<file path="config.mk">
export PLATFORM = sky130hd
export DESIGN_NAME = ea_gen
export DESIGN_NICKNAME = d
export VERILOG_FILES = /design/src/rtl/ea_gen.sv
export SDC_FILE = /design/constraint.sdc
export NUM_CORES = 1
export LEC_CHECK = 0
export ABC_AREA = 1
export CORE_MARGIN = 2
export CORE_UTILIZATION = 40
export DETAILED_ROUTE_END_ITERATION = 16
export DONT_BUFFER_PORTS = 1
export HOLD_SLACK_MARGIN = 0.03
export PLACE_DENSITY = 0.63
export RECOVER_POWER = 25
export SYNTH_ARGS = -nofsm -noshare
export SYNTH_HDL_FRONTEND = slang
export SYNTH_SLANG_ARGS = --single-unit
</file>
<file path="constraint.sdc">
create_clock -name clk -period 1 [get_ports clk]
set_input_delay 0.05 -clock clk [delete_from_list [all_inputs] [get_ports clk]]
set_output_delay 0.05 -clock clk [all_outputs]
set_load 0.01 [all_outputs]
</file>
<file path="src/rtl/ea_gen.sv">
module ea_gen #(
  parameter int AW      = 32,
  parameter int SHORT_W = 8,
  parameter bit REG_OUT = 1'b1
) (
  input  logic          clk,
  input  logic          rst_n,
  input  logic [2:0]    mode,
  input  logic [AW-1:0] base,
  input  logic [AW-1:0] index,
  input  logic [1:0]    scale,
  input  logic [AW-1:0] disp,
  input  logic          disp_wide,
  input  logic [1:0]    size,
  output logic [AW-1:0] ea,
  output logic          misalign
);

  localparam int EXT_W = AW - SHORT_W;

  localparam logic [2:0] M_ABS   = 3'd0;
  localparam logic [2:0] M_B     = 3'd1;
  localparam logic [2:0] M_BD    = 3'd2;
  localparam logic [2:0] M_BI    = 3'd3;
  localparam logic [2:0] M_BID   = 3'd4;
  localparam logic [2:0] M_BSI   = 3'd5;
  localparam logic [2:0] M_BSID  = 3'd6;

  localparam logic [1:0] SZ_BYTE = 2'b00;
  localparam logic [1:0] SZ_HALF = 2'b01;

  logic [AW-1:0] disp_x;
  logic [AW-1:0] idx_s;
  logic [AW-1:0] sum;
  logic          mis_c;

  assign disp_x = disp_wide ? disp
                            : {{EXT_W{disp[SHORT_W-1]}}, disp[SHORT_W-1:0]};

  always_comb begin
    case (scale)
      2'd0:    idx_s = index;
      2'd1:    idx_s = {index[AW-2:0], 1'b0};
      2'd2:    idx_s = {index[AW-3:0], 2'b00};
      default: idx_s = {index[AW-4:0], 3'b000};
    endcase
  end

  always_comb begin
    case (mode)
      M_ABS:   sum = disp;
      M_BD:    sum = base + disp_x;
      M_BI:    sum = base + index;
      M_BID:   sum = base + index + disp_x;
      M_BSI:   sum = base + idx_s;
      M_BSID:  sum = base + idx_s + disp_x;
      default: sum = base;
    endcase
  end

  always_comb begin
    case (size)
      SZ_BYTE: mis_c = 1'b0;
      SZ_HALF: mis_c = sum[0];
      default: mis_c = |sum[1:0];
    endcase
  end

  generate
    if (REG_OUT) begin : g_reg
      always_ff @(posedge clk or negedge rst_n) begin
        if (!rst_n) begin
          ea       <= '0;
          misalign <= 1'b0;
        end else begin
          ea       <= sum;
          misalign <= mis_c;
        end
      end

      p_abs_r1: assert property (@(posedge clk) disable iff (!rst_n)
        (mode == M_ABS) |=> (ea == $past(disp)));
      p_base_only_r2: assert property (@(posedge clk) disable iff (!rst_n)
        (mode == M_B || mode == 3'd7) |=> (ea == $past(base)));
      p_short_disp_r6: assert property (@(posedge clk) disable iff (!rst_n)
        (mode == M_BD && !disp_wide) |=>
          (ea == $past(base) + {{EXT_W{$past(disp[SHORT_W-1])}}, $past(disp[SHORT_W-1:0])}));
      p_byte_ok_r8: assert property (@(posedge clk) disable iff (!rst_n)
        (size == SZ_BYTE) |=> !misalign);
      p_half_r8: assert property (@(posedge clk) disable iff (!rst_n)
        (size == SZ_HALF) |=> (misalign == ea[0]));
      p_word_r8: assert property (@(posedge clk) disable iff (!rst_n)
        (size[1]) |=> (misalign == (ea[1:0] != 2'b00)));
    end else begin : g_comb
      assign ea       = sum;
      assign misalign = mis_c;

      p_abs_r1: assert property (@(posedge clk) disable iff (!rst_n)
        (mode == M_ABS) |-> (ea == disp));
      p_base_only_r2: assert property (@(posedge clk) disable iff (!rst_n)
        (mode == M_B || mode == 3'd7) |-> (ea == base));
      p_byte_ok_r8: assert property (@(posedge clk) disable iff (!rst_n)
        (size == SZ_BYTE) |-> !misalign);
      p_word_r8: assert property (@(posedge clk) disable iff (!rst_n)
        (size[1]) |-> (misalign == (ea[1:0] != 2'b00)));
    end
  endgenerate

endmodule

</file>
# == Word-level counts from Yosys, hierarchy flattened ==
# Cells that the tools add are included.
# word_totals
regBits,33
input_bits,106
out_inout_bits,33
elab_cells,23
# classes
addsub,5
eq_ne,8
n_mux,4
reduce_logical,4
# ops
operator,count
$pmux 32 s6,1
$add 32x32->32,5
$pmux 32 s3,1
$mux 32,1
$eq 3x3->1 const B,3
$eq 3x2->1 const B,2
$eq 2x1->1 const B,2
$logic_not 2->1,2
$logic_not 3->1,1
$eq 2x2->1 const B,1
$pmux 1 s2,1
$reduce_or 2->1,1

# == Longest topological paths before layout ==
# Gate-level depths: netlist of the first run.
# depth
word_depth,7
mapped_depth,35
depth_no_buf,34

# == Least setup slack after synthesis of the first run ==
# Ideal clock, no wire load.
# synth_timing
kind,input to register
start,input port scale[1]
end,register ea[23]
setup_ns,0.130
arrival_ns,3.696
t_required_ns,0.870
setup_slack_ns,-2.826
stages,27
n_path_buf,1
path_cell_list,inv_2 -> nand2_1 -> buf_2 -> clkinv_1 -> nand2_1 -> o211ai_1 -> o21ai_0 -> inv_1 -> ha_1 -> a21oi_1 -> nand2_1 -> a21oi_2 -> o21ai_2 -> a21oi_2 -> o21ai_0 -> xor2_1 -> o22ai_1 -> nor2_1 -> ha_1 -> a21o_1 -> o21bai_1 -> a21oi_1 -> o21a_1 -> nand2_1 -> or2_2 -> nand3_1 -> nand4_1
# synth_between
elab_chain_cells,5
elab_cells_between_ends,7
classes_between,add/sub (2); eq/ne (2); mux (2); reduce/logical (1)
# synth_lines
element,line_no,source
start: declaration,11,"input logic [1:0] scale,"
$eq 2x2->1 (tied with other cells),41,case (scale)
$pmux 32 s3 (*),41,
$add 32x32->32 (*),"55, 56",
$add 32x32->32,56,M_BSID: sum = base + idx_s + disp_x;
$pmux 32 s6 (*),50,case (mode)
net sum[23],34,logic [AW-1:0] sum;
end signal: assignment,76,ea <= sum;
end: declaration,15,"output logic [AW-1:0] ea,"
# Mark *: on every way through the listed nets, which the timed path passes. The rest lies on a longest branch.

# == Final worst setup path of the first run ==
# layout_timing
start,input port scale[1]
end,register ea[12]
# Same word-level chain as after synthesis.

==> impl_metrics.ini, run 1 <==
[status]
status = finished with violations
violations = negative setup slack

[synthesis]
yosys-top-cells-area = nand2_1 17%, ha_1 14%, dfrtp_1 9.4%
synth_compound_area_share_pct = 25.9
synthAdderAreaFrac_pct = 14.7
synthSimpleGateAreaFrac_pct = 35.9
syn-mean-instance-area_um2 = 5.68
synth_top_family_by_area = simple AND/OR/NAND/NOR gates
yosysUniqueCellTypes = 53
yosysWarnings = 0
ys_top_cells_by_count = 403 x nand2_1, 194 x inv_1, 175 x nor2_1, 140 x a21oi_1, 114 x o21ai_0
synth_nets = 1759
netlist_area_um2 = 8820
synthXorXnorAreaFrac_pct = 4.07
yosys.area.top_type = nand2_1
synth_most_common_cell = nand2_1
syn_inst = 1551
ys_seq_area_share_pct = 9.37
synth-async-reset-ratio_pct = 100
synth_top_area_share_pct = 17.2
ys.flop_type = dfrtp_1
synth_mux_area_share_pct = 0
ys_ff_latch = 33
synth-edff-count = 0

[pwr]
p_sw_mw = 9.03
finalPower_mw = 19.4
seqPwrFrac_pct = 9.8
combPwrFrac_pct = 80.2
p_int_mw = 10.4
clockPowerShare_pct = 10.1
ir_drop_mv = 0.671
power_leakage_nw = 8.01
p_per_area_nw_per_um2 = 1180
p_sw_share_pct = 46.4

[sta]
rsz0062_at_grt = yes
tns_ns = -80.62
final.period_utilization_pct = 389
hold_viol_final = 0
min_period_ns = 3.89
slew_headroom_pct = 56.2
worstMarginPinSlew_ns = 0.650
timing.fmax_mhz = 257
setup_ws_ns = -2.89
maxSlewViolCount = 0
setup_viol_count_final = 33

[cells_and_area]
fillCellCount = 1445
postLayoutCellArea_um2 = 16400
area_delta_synth_final_pct = 86.3
register_area_um2 = 826
fin_nets = 2337
drive_above_1_share_pct = 45.9
n_antenna_cell = 0
multi_input_area_um2 = 9300

[clocking]
cts_tree = done
cts.reportedPaths.clkPinSlew_ns = 0.07
cts_htree_levels = 2
cts_max_path_buffers = 2
cts_root_buf = clkbuf_16
cts_made_buffers = 5
cts.sinks = 33

[setup_path]
crit_type = in2reg
critical-path-slowest-cell = ha_1
end_kind = register
crit_path_max_incr_delay_ns = 0.38
crit_path_start_kind = input pin
cp_max_fo = 5
arrival_ns = 4.06
required_ns = 1.17
cp_common_cell = o21ai_1

[grt]
grt_pass1_vias = 12900
antenna_found_initial = 0
grt_pass1_wl_um = 68700
gr-total-overflow = 0
grt_max_degree = 34
grt_usage_pct = 36.9

[drt]
drtPass1Iterations = 6
dr.first_iter.drc_count = 1674
num_vias = 14600
wl_um = 51600
routed_via_density = 6.04
drc = 0
wl_per_cell_um = 21.4
drtAntennaViolNets = 0

[placed_design]
dp_hpwl_um = 33800
pre_cts_ws_ns = -3.32
gp_congestion = 0.976
placed_area_um2 = 12700
place.port_buffers = 0

[run]
drv_cap = 0

[worst_hold_path]
min_path_type = in2reg
min_path_cells = 4
hold_start = disp[29]
whs_endpoint = ea[29]$_DFF_PN0_

[die]
coreArea_um2 = 21800
die_h_um = 152
io-pin-count = 139
die_area_um2 = 23200
rows = 54
start_util_pct = 40.5
fp.dieW_um = 152
==> metal layers <==
metal  track usage (%)  routed length, µm  vias up
met2              59.6              22600     1148
met4              13.0               3500        0
li1                  -                  -     6398
met5                 0                  0        -
met3              6.14               6320      320
met1              49.9              19200     6688
==> cells in the final DEF, fill, tap and decap left out, types with 27 or more instances in the layout <==
master | netlist | layout
dfrtp_1 | 33 | 33
buf_4 | 0 | 504
a21oi_2 | 6 | 44
dlygate4sd3_1 | 0 | 46
o21ai_2 | 7 | 35
o21ai_0 | 114 | 65
a21oi_1 | 140 | 82
nand2_2 | 8 | 52
ha_1 | 99 | 71
buf_6 | 0 | 42
inv_2 | 5 | 31
nand4_1 | 27 | 27
nand2_4 | 0 | 28
inv_1 | 194 | 162
nand3_1 | 74 | 53
nor2_1 | 175 | 138
nand2_1 | 403 | 331
==> critical path, delay by kind of cell <==
family | cells | cell delay, ns
buffers and inverters | 6 | 0.67
AOI/OAI and AO/OA | 12 | 1.88
xor gates and xnor gates | 1 | 0.16
and+or+nand+nor | 5 | 0.64
adders and majority gates | 2 | 0.64
==> per-stage QoR <==
step,std cells,hold slack (ns),utilization (%)
3_3_place_gp,2238,-0.245,58.4
5_1_grt,2410,0.0612,75.5
2_1_floorplan,1551,-0.246,-
6_report,2410,0.0449,75.5
4_1_cts,2373,0.0349,69.1
3_5_place_dp,2238,-0.245,58.4
==> power by group through the flow <==
| stage | clock [mW] | combinational (mW) | sequential, mW |
|---|---|---|---|
| 6_report | 1.96 | 15.6 | 1.90 |
| 5_1_grt | 1.97 | 16.3 | 1.92 |
| 3_3_place_gp | 0 | 10.0 | 1.92 |
| 4_1_cts | 1.95 | 12.7 | 1.89 |
| 3_5_place_dp | 0 | 10.1 | 1.92 |
| 2_1_floorplan | 0 | 5.14 | 1.86 |
==> registers in the layout, summed over array words and instances, names as in the netlist <==
signal and cells:
misalign 1, ea 32
==> area by class of cell <==
type                            instances  area share (%)
Clock buffer                            6           0.846
Clock inverter                          2           0.229
Inverter                              202            4.92
Multi-Input combinational cell       1282            56.6
Sequential cell                        33            5.03
Tap cell                              280            2.13
Timing Repair Buffer                  605            30.2
==> worst max path at each step <==
| stage | start | end | slack [ns] | cells past startpoint |
|---|---|---|---|---|
| after floorplan | scale[1] | ea[23]$_DFF_PN0_ | -2.44 | 27 |
| after global placement | scale[1] | ea[26]$_DFF_PN0_ | -3.31 | 29 |
| after detailed placement | scale[1] | ea[26]$_DFF_PN0_ | -3.32 | 29 |
| after CTS | scale[0] | ea[26]$_DFF_PN0_ | -2.67 | 30 |
| after global routing | scale[1] | ea[28]$_DFF_PN0_ | -3.01 | 32 |
| final | scale[1] | ea[12]$_DFF_PN0_ | -2.89 | 26 |
==> cells by family after synthesis <==
logic type | Yosys count
AND/OR/NAND/NOR | 750
AO/OA/AOI/OAI | 389
buffers and inverters | 236
adder cells (fa/ha/maj) | 102
XOR/XNOR | 41
flip-flops | 33
==> repair_timing <==
item | 4_1_cts | 5_1_grt
cloned | 0 | 0
hold buffers | 46 | 1
setup endpoints to repair | 33 | 33
setup buffers | 85 | 46
pin swaps | 148 | 138
hold endpoints to repair | 66 | 1
gates resized for setup | 261 | 232
(Power assumes the default switching activity.)
==> run 2, diff against run 1 <==
Settings changed: HOLD_SLACK_MARGIN 0.03 to 0.08.
Clock period 1 ns to 4.26 ns, I/O delays scaled along.
==> run 2 against run 1 <==
Against the previous run: the run ends with max-capacitance violations, max-slew violations left; sequential share of layout area grew 2.1 points; non-clock buffer count down 354; cell area fell by 30%; combinational power is 86% lower; via count down 21%; clock power down 77%; cell count shrank 15%; count of clock-buffer cells in the layout stayed put; setup slack better by 2.9 ns; critical path type unchanged; largest cell class unchanged.
==> impl_metrics.ini, run 2 (same netlist as run 1, synthesis figures left out) <==
[status]
status = finished with violations
violations = max-capacitance violations, max-slew violations

[die]
coreArea_um2 = 21800
rows = 54
fp.dieW_um = 152
die_h_um = 152
start_util_pct = 40.5
io-pin-count = 139
die_area_um2 = 23200

[sta]
rsz0062_at_grt = yes
worstMarginPinSlew_ns = 1.91
slew_headroom_pct = -27.3
setup_viol_count_final = 0
hold_viol_final = 0
min_period_ns = 4.20
timing.fmax_mhz = 238
maxSlewViolCount = 34
final.period_utilization_pct = 98.7

[cells_and_area]
largest_reg_flops = 32
layout_common_cells = 397 x nand2_1, 231 x buf_4, 191 x inv_1
area_delta_synth_final_pct = 30.9
final_common_cell = nand2_1
fin_nets = 1983
n_antenna_cell = 0
top_register = ea
drive_above_1_share_pct = 20.6
final_util_pct = 53.1
top_regs = ea (32), misalign (1)

[setup_path]
crit_path_start_kind = input pin
crit_type = in2reg
cp_max_fo = 13
critical-path-slowest-cell = ha_1
crit_path_max_incr_delay_ns = 0.38
end_kind = register
required_ns = 4.38
arrival_ns = 4.32
cp_common_cell = nand2_1

[clocking]
cts_max_path_buffers = 2
cts_root_buf = clkbuf_16
cts.reportedPaths.clkPinSlew_ns = 0.06
cts_made_buffers = 5
cts_htree_levels = 2
cts.sinks = 33
cts_tree = done

[run]
drv_cap = 1

[grt]
grt_max_degree = 34
gr-total-overflow = 0
grt_usage_pct = 30.7
antenna_found_initial = 0
grt_pass1_wl_um = 57200
grt_pass1_vias = 10600

[pwr]
ir_drop_mv = 0.148
seqPwrFrac_pct = 14.4
p_int_mw = 1.62
clockPowerShare_pct = 14.5
p_sw_share_pct = 47.1
p_sw_mw = 1.45
finalPower_mw = 3.07
combPwrFrac_pct = 71.1
p_per_area_nw_per_um2 = 266
power_leakage_nw = 5.88

[worst_hold_path]
min_path_type = in2reg

[drt]
routed_via_density = 5.60
num_vias = 11500
drtAntennaViolNets = 0
drtPass1Iterations = 8
wl_per_cell_um = 18.3
drc = 0
wl_um = 37600
dr.first_iter.drc_count = 1182

[placed_design]
place.port_buffers = 0
gp_congestion = 0.987
dp_hpwl_um = 31300
[run 2: cell types whose count changed in the layout (fill, tap and decap cells not counted), sizes merged]
cell,before,now
clkinvlp,2,1
buf,558,233
clkinv,3,2
dlygate4sd3,46,17
inv,198,200
[run 2: final cells by class]
cell class                 count  area [µm²]
fill                        2254       10200
timing repair buffer         251        1940
sequential                    33         826
multi-input combinational   1282        7490
clock inverter                 2        37.5
tap                          280         350
inverter                     202         766
clock buffer                   6         139
[run 2: power groups by stage]
stage               logic [mW]  clock network (mW)  registers, mW
detailed placement        1.97                   0          0.447
global route              2.38               0.457          0.445
floorplan                 1.15                   0          0.438
CTS                       2.01               0.446          0.441
finish                    2.18               0.446          0.441
global placement          1.95                   0          0.446
[run 2: critical path: cells and delay by family]
kind	cells	cell delay, ns
AND/OR/NAND/NOR	12	1.41
AO/OA/AOI/OAI	6	0.94
buffers and inverters	6	0.83
adder cells (fa/ha/maj)	2	0.70
XOR/XNOR	1	0.21
[run 2: metrics by stage]
stage	worst slack, ns	area [µm²]	setup TNS [ns]	std cells	hold WS (ns)
global route	-0.0736	11500	-0.482	2056	0.0943
finish	0.0571	11500	0	2056	0.0771
global placement	-0.510	10700	-4.64	2015	-0.0820
detailed placement	-0.563	10700	-5.39	2015	-0.0821
CTS	0.0228	11100	0	2041	0.0801
floorplan	0.271	8820	0	1551	-0.0826
[run 2: worst paths after layout]
| check | cells after the start | start | end | slack, ns |
|---|---|---|---|---|
| min in group asynchronous | 2 | rst_n | ea[24]$_DFF_PN0_ | 0.99 |
| max | 27 | scale[1] | ea[19]$_DFF_PN0_ | 0.06 |
| min | 2 | disp[2] | ea[2]$_DFF_PN0_ | 0.08 |
| max in group asynchronous | 2 | rst_n | ea[8]$_DFF_PN0_ | 2.15 |
[run 2: metal layers]
| layer | part of all wire (%) | wire length (µm) | track usage [%] | vias up |
|---|---|---|---|---|
| met5 | 0 | 0 | 0 | - |
| met4 | 2.4 | 909 | 8.20 | 0 |
| met3 | 9.1 | 3420 | 4.35 | 61 |
| met2 | 44 | 16400 | 48.4 | 535 |
| met1 | 45 | 16800 | 43.9 | 5245 |
| li1 | - | - | - | 5680 |
[run 2: repair_timing]
item,in CTS,in global routing
hold buffers,18,0
buffers inserted,0,15
resized for setup,10,102
pin swaps,1,33
gates cloned,0,0
setup endpoints to repair,11,20
hold endpoints to repair,46,0
